File: config.mk
export PLATFORM = sky130hd
export DESIGN_NAME = lsd_serial_ctrl
export DESIGN_NICKNAME = d
export VERILOG_FILES = /design/src/rtl/lsd_pkg.sv /design/src/rtl/lsd_sync_cell.sv /design/src/rtl/lsd_shift_core.sv /design/src/rtl/lsd_out_latch.sv /design/src/rtl/lsd_serial_ctrl.sv
export SDC_FILE = /design/constraint.sdc
export NUM_CORES = 1
export LEC_CHECK = 0
export CORE_ASPECT_RATIO = 0.9
export CORE_MARGIN = 2
export CORE_UTILIZATION = 35
export DETAILED_ROUTE_END_ITERATION = 6
export GPL_ROUTABILITY_DRIVEN = 1
export SLEW_MARGIN = 10
export SYNTH_ARGS = -nofsm -noshare
export SYNTH_HDL_FRONTEND = slang
export SYNTH_SLANG_ARGS = --single-unit
File: constraint.sdc
create_clock -name clk -period 3.4 [get_ports clk]
set_clock_uncertainty 0.1 [all_clocks]
set_input_delay 0.34 -clock clk [delete_from_list [all_inputs] [get_ports clk]]
set_output_delay 0.34 -clock clk [all_outputs]
set_load 0.02 [all_outputs]
File: src/rtl/lsd_pkg.sv
package lsd_pkg;

  // Index of each serial pin inside the synchroniser bank.
  localparam int IdxSdi = 0;
  localparam int IdxSck = 1;
  localparam int IdxCs  = 2;
  localparam int NumPins = 3;

  // Level each pin settles to while reset is held (select idles high).
  localparam logic [NumPins-1:0] PinIdle = 3'b100;

  // Edge helpers on a synchronised level and its one-cycle-old copy.
  function automatic logic rose(input logic prev, input logic cur);
    return ~prev & cur;
  endfunction

  function automatic logic fell(input logic prev, input logic cur);
    return prev & ~cur;
  endfunction

endpackage

File: src/rtl/lsd_sync_cell.sv
module lsd_sync_cell #(
  parameter int   STAGES  = 2,
  parameter logic RST_VAL = 1'b0
) (
  input  logic clk,
  input  logic rst_n,
  input  logic d_async,
  output logic q_sync
);

  logic [STAGES-1:0] chain_q;

  generate
    for (genvar s = 0; s < STAGES; s++) begin : g_stage
      if (s == 0) begin : g_first
        always_ff @(posedge clk or negedge rst_n) begin
          if (!rst_n) chain_q[s] <= RST_VAL;
          else        chain_q[s] <= d_async;
        end
      end else begin : g_next
        always_ff @(posedge clk or negedge rst_n) begin
          if (!rst_n) chain_q[s] <= RST_VAL;
          else        chain_q[s] <= chain_q[s-1];
        end
      end
    end
  endgenerate

  assign q_sync = chain_q[STAGES-1];

endmodule

File: src/rtl/lsd_shift_core.sv
module lsd_shift_core #(
  parameter int W = 8
) (
  input  logic         clk,
  input  logic         rst_n,
  input  logic         load,
  input  logic         shift,
  input  logic         present,
  input  logic [W-1:0] par_in,
  input  logic         ser_in,
  output logic [W-1:0] sr_q,
  output logic         so_q
);

  // Move every bit one place toward the MSB and take the new bit at the LSB.
  function automatic logic [W-1:0] shift_toward_msb(input logic [W-1:0] v,
                                                    input logic b);
    return {v[W-2:0], b};
  endfunction

  always_ff @(posedge clk or negedge rst_n) begin
    if (!rst_n) begin
      sr_q <= '0;
      so_q <= 1'b0;
    end else if (load) begin
      sr_q <= par_in;
      so_q <= par_in[W-1];
    end else begin
      if (shift)   sr_q <= shift_toward_msb(sr_q, ser_in);
      if (present) so_q <= sr_q[W-1];
    end
  end

endmodule

File: src/rtl/lsd_out_latch.sv
module lsd_out_latch #(
  parameter int W = 8
) (
  input  logic         clk,
  input  logic         rst_n,
  input  logic         commit,
  input  logic [W-1:0] d,
  output logic [W-1:0] q
);

  localparam logic [W-1:0] AllOff = '1;

  always_ff @(posedge clk or negedge rst_n) begin
    if (!rst_n)      q <= AllOff;
    else if (commit) q <= d;
  end

endmodule

File: src/rtl/lsd_serial_ctrl.sv
module lsd_serial_ctrl #(
  parameter int CH          = 8,
  parameter int SYNC_STAGES = 2
) (
  input  logic          clk,
  input  logic          rst_n,
  input  logic          cs_n,
  input  logic          sck,
  input  logic          sdi,
  input  logic [CH-1:0] pin_level,
  output logic          sdo,
  output logic          sdo_oe,
  output logic [CH-1:0] drv_n
);
  import lsd_pkg::*;

  logic [NumPins-1:0] pin_raw;
  logic [NumPins-1:0] pin_lvl;

  assign pin_raw[IdxSdi] = sdi;
  assign pin_raw[IdxSck] = sck;
  assign pin_raw[IdxCs]  = cs_n;

  generate
    for (genvar g = 0; g < NumPins; g++) begin : g_sync
      lsd_sync_cell #(
        .STAGES (SYNC_STAGES),
        .RST_VAL(PinIdle[g])
      ) u_sync (
        .clk    (clk),
        .rst_n  (rst_n),
        .d_async(pin_raw[g]),
        .q_sync (pin_lvl[g])
      );
    end
  endgenerate

  logic cs_lvl, sck_lvl, si_lvl;
  assign cs_lvl  = pin_lvl[IdxCs];
  assign sck_lvl = pin_lvl[IdxSck];
  assign si_lvl  = pin_lvl[IdxSdi];

  logic cs_prev, sck_prev;
  always_ff @(posedge clk or negedge rst_n) begin
    if (!rst_n) begin
      cs_prev  <= PinIdle[IdxCs];
      sck_prev <= PinIdle[IdxSck];
    end else begin
      cs_prev  <= cs_lvl;
      sck_prev <= sck_lvl;
    end
  end

  // Named internal events, visible to the bound checker.
  logic frame_active;
  logic ev_frame_start, ev_frame_end, ev_shift, ev_present;

  assign frame_active   = ~cs_lvl;
  assign ev_frame_start = fell(cs_prev, cs_lvl);
  assign ev_frame_end   = rose(cs_prev, cs_lvl);
  assign ev_present     = frame_active & rose(sck_prev, sck_lvl);
  assign ev_shift       = frame_active & fell(sck_prev, sck_lvl);

  logic [CH-1:0] sr_q;
  logic          so_q;

  lsd_shift_core #(.W(CH)) u_shift (
    .clk    (clk),
    .rst_n  (rst_n),
    .load   (ev_frame_start),
    .shift  (ev_shift),
    .present(ev_present),
    .par_in (pin_level),
    .ser_in (si_lvl),
    .sr_q   (sr_q),
    .so_q   (so_q)
  );

  lsd_out_latch #(.W(CH)) u_latch (
    .clk   (clk),
    .rst_n (rst_n),
    .commit(ev_frame_end),
    .d     (sr_q),
    .q     (drv_n)
  );

  assign sdo    = so_q;
  assign sdo_oe = frame_active;

endmodule

# After elaboration in Yosys (flattened, before gate mapping)
# Index checks and enable logic that the tools add are counted.
# totals
register_bits	25
word_cells	27
# op_classes
reduce_logical	2
n_mux	4
bitwise	10
# ops
op	n
8-bit 2-to-1 mux	2
1-bit bitwise AND	6
1-bit inverter	4
2-bit nonzero test	2
1-bit 2-to-1 mux	2

# Logic depth before layout (Yosys ltp)
# Gate-level depths: netlist (run 1).
# depth
depth_word	5
depth_mapped	4

# By module
# Synthesis (run 1) repeated with hierarchy kept, for this count alone.
# hier_totals
cells_unflattened	66
hier_area_um2	998.5
# modules_own_cells
mod	instances	cells_per_inst	area_per_inst_um2
lsd_shift_core	1	36	420.4
lsd_out_latch	1	17	341.6
lsd_sync_cell (g_sync[0].u_sync ...)	2	2	50.0
lsd_serial_ctrl	1	7	83.8
lsd_sync_cell (g_sync[2].u_sync)	1	2	52.6

# Worst setup path before layout (run 1)
# OpenSTA, ideal clock, no wires.
# synth_timing
path_kind	flip-flop to flip-flop
start	reg g_sync[2].u_sync.chain_q[1]
end	reg u_latch.q[0]
n_path_buf	1
required_ps	3218
arrival_ps	1241
path_stages_with_launch	5
period_less_slack_ps	1424
slack_ps	1976
setup_ps	82
path_cell_list	dfstp_2 > buf_6 > inv_4 > nor2_4 > mux2_2
# synth_via
elab_chain_len	1
# synth_rtl
item	line	text
start, declared	lsd_sync_cell.sv:11	logic [STAGES-1:0] chain_q;
start signal, assigned by index	lsd_sync_cell.sv:23	else chain_q[s] <= chain_q[s-1];
1-bit bitwise AND	lsd_pkg.sv:14	return ~prev & cur;
end signal, assigned	lsd_out_latch.sv:14	if (!rst_n) q <= AllOff;
end, declared	lsd_out_latch.sv:8	output logic [W-1:0] q
# No other way between the ends.
# A chain may end at the register's enable or synchronous reset.

# Final worst setup path (run 1)
# layout_timing
start	reg g_sync[2].u_sync.chain_q[1]
end	out sdo_oe
# layout_via
elab_chain_len	1
# layout_rtl
item	line	text
1-bit inverter	lsd_serial_ctrl.sv:58	assign frame_active = ~cs_lvl;
end, declared	lsd_serial_ctrl.sv:12	output logic sdo_oe,
# No other way between the ends.

==> flow_metrics.py, run 1 <==
metrics = {
    "setup_path": {
        "worstRegToRegCells": 3,
        "worst_setup_path_startpoint": "g_sync[2].u_sync.q_sync",
        "worstPathRequired_ps": 2960,
        "critical_path.max_stage_delay_ps": 690,
        "r2r-end": "u_shift.sr_q[1]",
        "worstReg2RegStart": "g_sync[1].u_sync.q_sync",
        "setup.worst_path.class": "flop to primary output",
        "cp-endpoint": "sdo_oe",
        "critPathSlowestCell": "sky130_fd_sc_hd__dfstp_2",
        "worstPathArrival_ps": 1620,
        "critPathLaunchType": "flop",
        "r2r_setup_slack_ps": 1810,
        "critical_path.endpoint_type": "primary output",
        "timing.critical_path.cells": "inv_4 -> clkdlybuf4s50_1",
        "critical_path_peak_fanout": 11,
    },
    "sta": {
        "slew-limit-headroom_pct": 32.5,
        "grt_setup_unrepaired": "false",
        "timing.final.setup_violations": 0,
        "hold_viol": 0,
        "timing.setup.tns_ps": 0,
        "timing.final.crit_period_ps": 2060,
        "final_min_period_over_clock_period_pct": 60.7,
        "fmaxAchievable_ghz": 0.485,
        "tightestPinTransition_ps": 1010,
        "report.final.slew_viol_count": 0,
    },
    "die": {
        "die_width_um": 60.7,
        "start_util_pct": 36.8,
        "die_area_um2": 3330,
        "boundary_pins": 23,
        "floorplan.rows": 18,
        "design.core.area_um2": 2750,
        "dieHeight_um": 55.0,
    },
    "logic_synthesis": {
        "cell_count_after_synthesis": 70,
        "synth_seq_area_share_pct": 63.2,
        "synth.cell_area_um2": 1010,
        "postSynthNetCount": 83,
        "post_synth_num_cell_types": 13,
        "postSynthRegisterBits": 25,
        "synthDominantAreaCellType": "sky130_fd_sc_hd__dfrtp_1",
        "netlist.area_leader.share_pct": 34.7,
        "synth_area_leaders": "sky130_fd_sc_hd__dfrtp_1 (35%), sky130_fd_sc_hd__dfstp_2 (29%), sky130_fd_sc_hd__mux2_2 (8.9%)",
        "postSynthAreaPerCell_um2": 14.4,
        "synth-warning-count": 0,
    },
    "placement": {
        "routabilityCongestion": 0.688,
        "port_buffers": 22,
        "dpl.cell_count": 129,
        "hpwlAfterDp_um": 1250,
        "dpl-instance-area_um2": 1250,
    },
    "pwr": {
        "vdd_ir_drop_max_uv": 333,
        "static-leakage-power_uw": 0.000490,
        "power-per-cell-area_nw_per_um2": 517,
    },
    "clock_tree": {
        "cts-hold-fix-buffers": 0,
        "ctsLongestPathBuffers": 2,
        "post-cts-setup-buffer-count": 0,
        "cts-htree-levels": 1,
        "cts.clk_slew.worst_paths_ps": 120,
        "tritoncts.num_buffers": 3,
        "clk-insertion-delay-late_ps": 310,
        "post_cts_resize_count": 0,
        "tritoncts_clock_tree": "yes",
        "ctsRootBufferMaster": "sky130_fd_sc_hd__clkbuf_4",
        "clock_sinks": 25,
    },
    "final_layout": {
        "layout.cells.most_common": "sky130_fd_sc_hd__clkdlybuf4s50_1",
        "synthToLayoutAreaGrowth_pct": 26.6,
        "drive_gt1_share_pct": 28.0,
        "antenna_cells": 0,
        "final_cell_count_no_fill": 133,
        "filler_cell_count": 274,
        "layout.cells.most_common_list": "sky130_fd_sc_hd__clkdlybuf4s50_1 (22), sky130_fd_sc_hd__dfrtp_1 (14), sky130_fd_sc_hd__nor2b_1 (11), sky130_fd_sc_hd__dfstp_2 (11)",
        "design_area_um2": 1280,
        "finish.net_count": 107,
    },
    "route": {
        "routed_via_density": 4.73,
        "wl_cell_um": 13.6,
        "firstDrtPassIters": 4,
        "ant_nets": 0,
        "num_vias": 629,
        "detail_route.drc_violations": 0,
        "totalWireLength_um": 1810,
        "drtIter0Drc": 8,
    },
    "grt": {
        "first_global_vias": 650,
        "pin_count_of_the_biggest_net_entering_global_routing": 25,
        "grt_usage_pct": 13.3,
        "first_pass_grt_wire_length_um": 3110,
        "grt_antenna_before_repair": 0,
        "overall_overflow_remaining_after_global_route": 0,
    },
    "run_status": {
        "result_of_the_run": "completed",
    },
    "worst_hold_path": {
        "hp-class": "flop to flop",
    },
    "flow_run": {
        "timing.max_cap.violations": 0,
    },
}
report_power, final:
group	total, µW	leakage (µW)	internal [µW]	switching (µW)
Sequential	382	0.000286	354	28.2
Combinational	153	0.000189	86.8	66.1
Clock	127	0.0000150	45.8	81.2
Total	662	0.000490	486	175
state kept, by name, indices dropped and copies added (netlist names):
register	flops
g_sync.u_sync.chain_q	3
u_shift.sr_q	8
u_shift.so_q	1
sck_prev	1
g_sync.u_sync.q_sync	3
cs_prev	1
u_latch.q	8
Yosys cell counts:
master,number
sky130_fd_sc_hd__nor2_4,1
sky130_fd_sc_hd__buf_2,1
sky130_fd_sc_hd__o21ai_2,1
sky130_fd_sc_hd__a22oi_1,9
sky130_fd_sc_hd__inv_4,1
sky130_fd_sc_hd__o2bb2ai_1,9
sky130_fd_sc_hd__buf_4,1
sky130_fd_sc_hd__nor2b_1,11
sky130_fd_sc_hd__mux2_2,8
sky130_fd_sc_hd__o21ai_0,1
sky130_fd_sc_hd__dfstp_2,11
sky130_fd_sc_hd__dfrtp_1,14
sky130_fd_sc_hd__buf_6,2
area by class of cell:
class | instances | area (µm²) | share of cell area [%]
Inverter | 1 | 6.26 | 0.489
Multi-Input combinational cell | 40 | 330 | 25.8
Timing Repair Buffer | 23 | 228 | 17.8
Clock buffer | 4 | 26.3 | 2.05
Sequential cell | 25 | 639 | 50.0
Tap cell | 40 | 50.0 | 3.91
how the worst min path moves through the flow:
| stage | from | end | slack (ps) | depth (start not counted) |
|---|---|---|---|---|
| global placement | g_sync[0].u_sync.chain_q[0] | g_sync[0].u_sync.q_sync | 230 | 0 |
| floorplan | rst_n | g_sync[0].u_sync.chain_q[0] | -60 | 0 |
| CTS | g_sync[2].u_sync.chain_q[0] | g_sync[2].u_sync.q_sync | 270 | 0 |
| detailed placement | g_sync[0].u_sync.chain_q[0] | g_sync[0].u_sync.q_sync | 240 | 0 |
| global route | g_sync[2].u_sync.chain_q[0] | g_sync[2].u_sync.q_sync | 280 | 0 |
| finish | g_sync[0].u_sync.chain_q[0] | g_sync[0].u_sync.q_sync | 260 | 0 |
critical path, delay by kind of cell (launching register included):
| kind | cells | cell delay [ps] |
|---|---|---|
| buf+inv | 2 | 620 |
| flops | 1 | 690 |
cells by family (layout without fill, tap and decap cells):
group | Yosys count | after routing | share of synthesized area [%]
flip-flops | 25 | 25 | 63.2
multiplexers | 8 | 8 | 8.91
buffers and inverters | 5 | 28 | 4.08
AO/OA/AOI/OAI | 20 | 20 | 15.8
AND/OR/NAND/NOR | 12 | 12 | 7.92
per-stage QoR:
| stage | utilization, % | total power [µW] | hold slack (ps) | worst slack [ps] |
|---|---|---|---|---|
| after floorplan | - | 466 | -55.6 | 1980 |
| after global placement | 45.6 | 538 | 234 | 1630 |
| after detailed placement | 45.6 | 542 | 238 | 1610 |
| after CTS | 46.6 | 674 | 267 | 1310 |
| after global routing | 46.6 | 703 | 275 | 1250 |
| final | 46.6 | 662 | 263 | 1340 |
layer usage:
metal | wire (µm) | up-vias | global-route usage, %
li1 | - | 304 | -
met1 | 828 | 300 | 16.7
met2 | 863 | 23 | 21.5
met3 | 97 | 2 | 4.65
met4 | 17 | 0 | 4.35
met5 | 0 | - | 0
Power figures use the tool's default switching activity.
==> inputs of run 2 (changes only) <==
==> constraint.sdc (replaced) <==
create_clock -name clk -period 1.7 [get_ports clk]
set_clock_uncertainty 0.1 [all_clocks]
set_input_delay 0.17 -clock clk [delete_from_list [all_inputs] [get_ports clk]]
set_output_delay 0.17 -clock clk [all_outputs]
set_load 0.02 [all_outputs]
==> run 2 against run 1 <==
Sequential power up 98%. First-iteration DRC count down 63%. Wire length down 3.3%. Clock-buffer cell count down 1. Worst setup slack worse by 1200 ps. Total power up 96%.
==> flow_metrics.py, run 2 (synthesis gave the netlist of run 1 again) <==
metrics = {
    "run_status": {
        "result_of_the_run": "completed",
    },
    "placement": {
        "port_buffers": 22,
        "dpl.cell_count": 132,
        "hpwlAfterDp_um": 1240,
        "dpl-instance-area_um2": 1280,
        "preCtsSetupSlack_ps": 285,
        "routabilityCongestion": 0.715,
    },
    "final_layout": {
        "finish.net_count": 110,
        "final_cell_count_no_fill": 136,
        "layout.cells.most_common": "sky130_fd_sc_hd__dfrtp_1",
        "ff_latch_area_um2": 639,
        "biggestRegsByFlops": "u_latch.q: 8 flops, u_shift.sr_q: 8 flops",
        "antenna_cells": 0,
        "multiInputGateArea_um2": 330,
        "layout.cells.most_common_list": "sky130_fd_sc_hd__dfrtp_1 (14), sky130_fd_sc_hd__clkdlybuf4s50_1 (13), sky130_fd_sc_hd__nor2b_1 (11), sky130_fd_sc_hd__dfstp_2 (11)",
        "filler_cell_count": 270,
        "drive_gt1_share_pct": 31.3,
        "synthToLayoutAreaGrowth_pct": 27.8,
        "design_area_um2": 1290,
    },
    "flow_run": {
        "timing.max_cap.violations": 0,
    },
    "route": {
        "num_vias": 656,
        "detail_route.drc_violations": 0,
        "totalWireLength_um": 1750,
        "ant_nets": 0,
        "drtIter0Drc": 3,
        "routed_via_density": 4.82,
        "firstDrtPassIters": 4,
        "wl_cell_um": 12.8,
    },
    "setup_path": {
        "timing.critical_path.cells": "clkdlybuf4s50_1",
        "critPathSlowestCell": "sky130_fd_sc_hd__clkdlybuf4s50_1",
        "critPathLaunchType": "flop",
        "timing.critical_path.buf_inv": 1,
        "cpLargestDelayFamily": "buffers and inverters",
        "setup.worst_path.class": "flop to primary output",
        "critical_path.endpoint_type": "primary output",
        "critical_path_peak_fanout": 2,
        "worstPathRequired_ps": 1430,
        "worstPathArrival_ps": 1300,
        "critical_path.max_stage_delay_ps": 610,
    },
    "grt": {
        "grt_usage_pct": 13.0,
        "overall_overflow_remaining_after_global_route": 0,
        "grt_antenna_before_repair": 0,
        "pin_count_of_the_biggest_net_entering_global_routing": 26,
        "first_global_vias": 636,
        "first_pass_grt_wire_length_um": 3040,
    },
    "sta": {
        "fmaxAchievable_ghz": 0.638,
        "timing.final.setup_violations": 0,
        "timing.setup.tns_ps": 0,
        "hold_viol": 0,
        "setup_ws_ps": 134,
        "report.final.slew_viol_count": 0,
        "grt_setup_unrepaired": "false",
        "slew-limit-headroom_pct": 72.6,
        "tightestPinTransition_ps": 411,
        "timing.final.crit_period_ps": 1570,
        "final_min_period_over_clock_period_pct": 92.1,
    },
    "pwr": {
        "vdd_ir_drop_max_uv": 688,
        "static-leakage-power_uw": 0.000529,
        "power-per-cell-area_nw_per_um2": 1000,
    },
    "die": {
        "die_area_um2": 3330,
        "die_width_um": 60.7,
        "dieHeight_um": 55.0,
        "floorplan.rows": 18,
        "boundary_pins": 23,
        "start_util_pct": 36.8,
        "design.core.area_um2": 2750,
    },
    "clock_tree": {
        "cts-htree-levels": 1,
        "cts.clk_slew.worst_paths_ps": 130,
        "post-cts-setup-buffer-count": 0,
        "ctsRootBufferMaster": "sky130_fd_sc_hd__clkbuf_4",
        "tritoncts_clock_tree": "yes",
        "tritoncts.num_buffers": 3,
        "clock_sinks": 25,
        "clk-insertion-delay-late_ps": 320,
        "ctsLongestPathBuffers": 2,
    },
    "worst_hold_path": {
        "hp-class": "input port to async pin",
    },
}
==> run 2: changes by cell type in the layout (fill, tap and decap cells not counted), sizes merged <==
cell | before | now
clkinv | 0 | 1
clkdlybuf4s50 | 22 | 13
dlygate4sd2 | 0 | 9
buf | 1 | 4
clkbuf | 4 | 3
==> run 2: layer usage <==
metal	routed length, µm	share of wire [%]	global-route usage [%]
met3	81	4.6	4.65
met2	858	49	20.8
met4	9	0.52	4.35
met1	798	46	16.6
met5	0	0	0
==> run 2: layout make-up <==
type	instances	share of cell area, %
clock buffers	3	1.74
repair buffers	26	18.5
clock inverters	1	0.387
flip-flops and latches	25	49.5
well taps	40	3.87
multi-input cells	40	25.6
inverters	1	0.484
==> run 2: path summary, 6_finish.rpt <==
kind,start,endpoint,slack (ps),cells after the start
setup reg to reg,g_sync[2].u_sync.q_sync,u_latch.q[3],290,3
hold / removal,rst_n,u_shift.sr_q[2],90,2
max in group asynchronous,rst_n,cs_prev,1130,2
hold reg to reg,g_sync[2].u_sync.chain_q[0],g_sync[2].u_sync.q_sync,270,0
min in group clk,cs_n,g_sync[2].u_sync.chain_q[0],140,1
setup / recovery,u_shift.so_q,sdo,130,1
==> run 2: power by group <==
group | switching [µW] | internal (µW) | total, µW
sequential | 48.7 | 707 | 756
combinational | 136 | 147 | 283
clock | 171 | 88.1 | 259
total | 356 | 942 | 1300
==> run 2: timing repair <==
item | CTS | global route
hold buffers | 0 | 0
resized for setup | 9 | 0
setup endpoints to repair | 9 | 0
==> run 2: metrics by stage <==
step / hold slack (ps) / util, % / total power (µW)
global route: 104 / 47.0 / 1380
finish: 85.0 / 47.0 / 1300
global placement: 234 / 46.4 / 1080
floorplan: -226 / - / 932
detailed placement: 243 / 46.4 / 1090
CTS: 84.0 / 47.0 / 1320
==> inputs of run 3 (changes only) <==
--- a/config.mk
+++ b/config.mk
@@ -10,7 +10,7 @@
 export CORE_UTILIZATION = 35
 export DETAILED_ROUTE_END_ITERATION = 6
 export GPL_ROUTABILITY_DRIVEN = 1
-export SLEW_MARGIN = 10
+export HOLD_SLACK_MARGIN = 0.12
 export SYNTH_ARGS = -nofsm -noshare
 export SYNTH_HDL_FRONTEND = slang
 export SYNTH_SLANG_ARGS = --single-unit
==> run 3 against run 2 <==
Critical path depth unchanged. Sequential power about the same. Clock power about the same. Global-route usage unchanged. Maximum frequency unchanged. Register-to-register slack about the same. Utilization increased by 0.36 points. Largest power group unchanged. Highest routed layer unchanged.
==> flow_metrics.py, run 3 (synthesis gave the netlist of run 1 again) <==
metrics = {
    "run_status": {
        "result_of_the_run": "completed",
    },
    "placement": {
        "preCtsSetupSlack_ps": 285,
        "dpl.cell_count": 132,
        "routabilityCongestion": 0.715,
        "port_buffers": 22,
        "hpwlAfterDp_um": 1240,
        "dpl-instance-area_um2": 1280,
    },
    "sta": {
        "fmaxAchievable_ghz": 0.638,
        "hold-worst-slack_ps": 138,
        "tightestPinTransition_ps": 411,
        "setup_ws_ps": 134,
        "slew-limit-headroom_pct": 72.6,
        "final_min_period_over_clock_period_pct": 92.1,
        "timing.setup.tns_ps": 0,
        "grt_setup_unrepaired": "false",
        "timing.final.crit_period_ps": 1570,
        "timing.final.setup_violations": 0,
        "report.final.slew_viol_count": 0,
        "hold_viol": 0,
    },
    "route": {
        "totalWireLength_um": 1750,
        "firstDrtPassIters": 4,
        "wl_cell_um": 12.8,
        "detail_route.drc_violations": 0,
        "ant_nets": 0,
        "drtIter0Drc": 3,
        "routed_via_density": 4.82,
        "num_vias": 660,
    },
    "pwr": {
        "pwr-share-seq_pct": 58.1,
        "combinational_power_share_pct": 21.9,
        "static-leakage-power_uw": 0.000533,
        "vdd_ir_drop_max_uv": 688,
        "switching_power_uw": 356,
        "internal_power_summed_over_all_cells_uw": 943,
        "sw_frac_of_total_pct": 27.4,
        "clock_power_share_pct": 20.0,
        "power-per-cell-area_nw_per_um2": 998,
    },
    "clock_tree": {
        "ctsRootBufferMaster": "sky130_fd_sc_hd__clkbuf_4",
        "cts.clk_slew.worst_paths_ps": 130,
        "clk-insertion-delay-late_ps": 320,
        "tritoncts_clock_tree": "yes",
        "ctsLongestPathBuffers": 2,
        "cts-htree-levels": 1,
        "clock_sinks": 25,
        "tritoncts.num_buffers": 3,
    },
    "die": {
        "start_util_pct": 36.8,
        "die_area_um2": 3330,
        "die_width_um": 60.7,
        "dieHeight_um": 55.0,
        "design.core.area_um2": 2750,
        "floorplan.rows": 18,
        "boundary_pins": 23,
    },
    "worst_hold_path": {
        "hold_path.startpoint": "cs_n",
        "hold_depth": 1,
        "hp-class": "input port to flop",
    },
    "grt": {
        "overall_overflow_remaining_after_global_route": 0,
        "grt_antenna_before_repair": 0,
        "pin_count_of_the_biggest_net_entering_global_routing": 26,
        "grt_usage_pct": 13.0,
        "first_global_vias": 636,
        "first_pass_grt_wire_length_um": 3040,
    },
    "setup_path": {
        "critPathSlowestCell": "sky130_fd_sc_hd__clkdlybuf4s50_1",
        "timing.critical_path.cells": "clkdlybuf4s50_1",
        "worst_setup_path_startpoint": "u_shift.so_q",
        "timing.critical_path.buf_inv": 1,
        "worstRegToRegCells": 3,
        "cp_num_cells": 1,
        "critPathLaunchType": "flop",
        "worstPathArrival_ps": 1300,
        "worstPathRequired_ps": 1430,
        "critical_path.endpoint_type": "primary output",
        "critical_path.max_stage_delay_ps": 610,
        "cpLargestDelayFamily": "buffers and inverters",
        "critical_path_peak_fanout": 2,
        "cp-endpoint": "sdo",
        "r2r_setup_slack_ps": 290,
        "r2r-end": "u_latch.q[3]",
        "worstReg2RegStart": "g_sync[2].u_sync.q_sync",
        "setup.worst_path.class": "flop to primary output",
    },
    "final_layout": {
        "layout.cells.most_common": "sky130_fd_sc_hd__dfrtp_1",
        "finish.net_count": 111,
        "biggestRegsByFlops": "u_latch.q: 8 flops, u_shift.sr_q: 8 flops",
        "synthToLayoutAreaGrowth_pct": 28.8,
        "final_cell_count_no_fill": 137,
        "design_area_um2": 1300,
        "antenna_cells": 0,
        "layout.cells.most_common_list": "sky130_fd_sc_hd__dfrtp_1 (14), sky130_fd_sc_hd__clkdlybuf4s50_1 (13), sky130_fd_sc_hd__nor2b_1 (11), sky130_fd_sc_hd__dfstp_2 (11)",
        "drive_gt1_share_pct": 30.9,
    },
    "flow_run": {
        "timing.max_cap.violations": 0,
    },
}
-- run 3: cell count changes in the layout (fill, tap and decap cells not counted) --
cell / delta
sky130_fd_sc_hd__dlygate4sd3_1: +1
-- run 3: routing by layer --
metal | vias up | wire, µm | track usage [%]
met5 | - | 0 | 0
met4 | 0 | 9 | 4.35
met3 | 2 | 79 | 4.65
met2 | 16 | 862 | 20.8
met1 | 329 | 799 | 16.6
li1 | 313 | - | -
-- run 3: area by class of cell --
type	count	area, µm²
flip-flops and latches	25	639
well taps	40	50.0
multi-input cells	40	330
clock inverters	1	5.00
inverters	1	6.26
repair buffers	27	249
clock buffers	3	22.5
fillers	269	1450
-- run 3: worst min-delay path by stage --
stage | to | slack (ps)
floorplan | g_sync[0].u_sync.chain_q[0] | -230
detailed placement | g_sync[1].u_sync.q_sync | 240
finish | g_sync[2].u_sync.chain_q[0] | 140
global route | g_sync[2].u_sync.chain_q[0] | 120
CTS | g_sync[2].u_sync.chain_q[0] | 120
global placement | g_sync[0].u_sync.q_sync | 230
-- run 3: power by group through the flow --
stage                     registers [µW]  clock network, µW  logic (µW)
after floorplan                      815                  0         117
after global placement               768                  0         314
after detailed placement             769                  0         318
after CTS                            757                277         289
after global routing                 770                299         310
final                                756                259         285
-- run 3: worst register-to-register path, stage by stage, from the launching register on --
cell,delay [ps]
sky130_fd_sc_hd__dfstp_2,580
sky130_fd_sc_hd__inv_4,50
sky130_fd_sc_hd__nor2_4,260
sky130_fd_sc_hd__mux2_2,370
-- run 3: repair_timing --
action                                  4_1_cts  5_1_grt
hold endpoints to repair                     14        0
resized for setup                             9        0
endpoints found under the setup margin        9        0
buffers inserted                              0        0
hold buffers                                  1        0
-- run 3: through the flow --
stage,util [%],power (µW)
after floorplan,-,932
after CTS,47.4,1320
after global placement,46.4,1080
final,47.4,1300
after global routing,47.4,1380
after detailed placement,46.4,1090
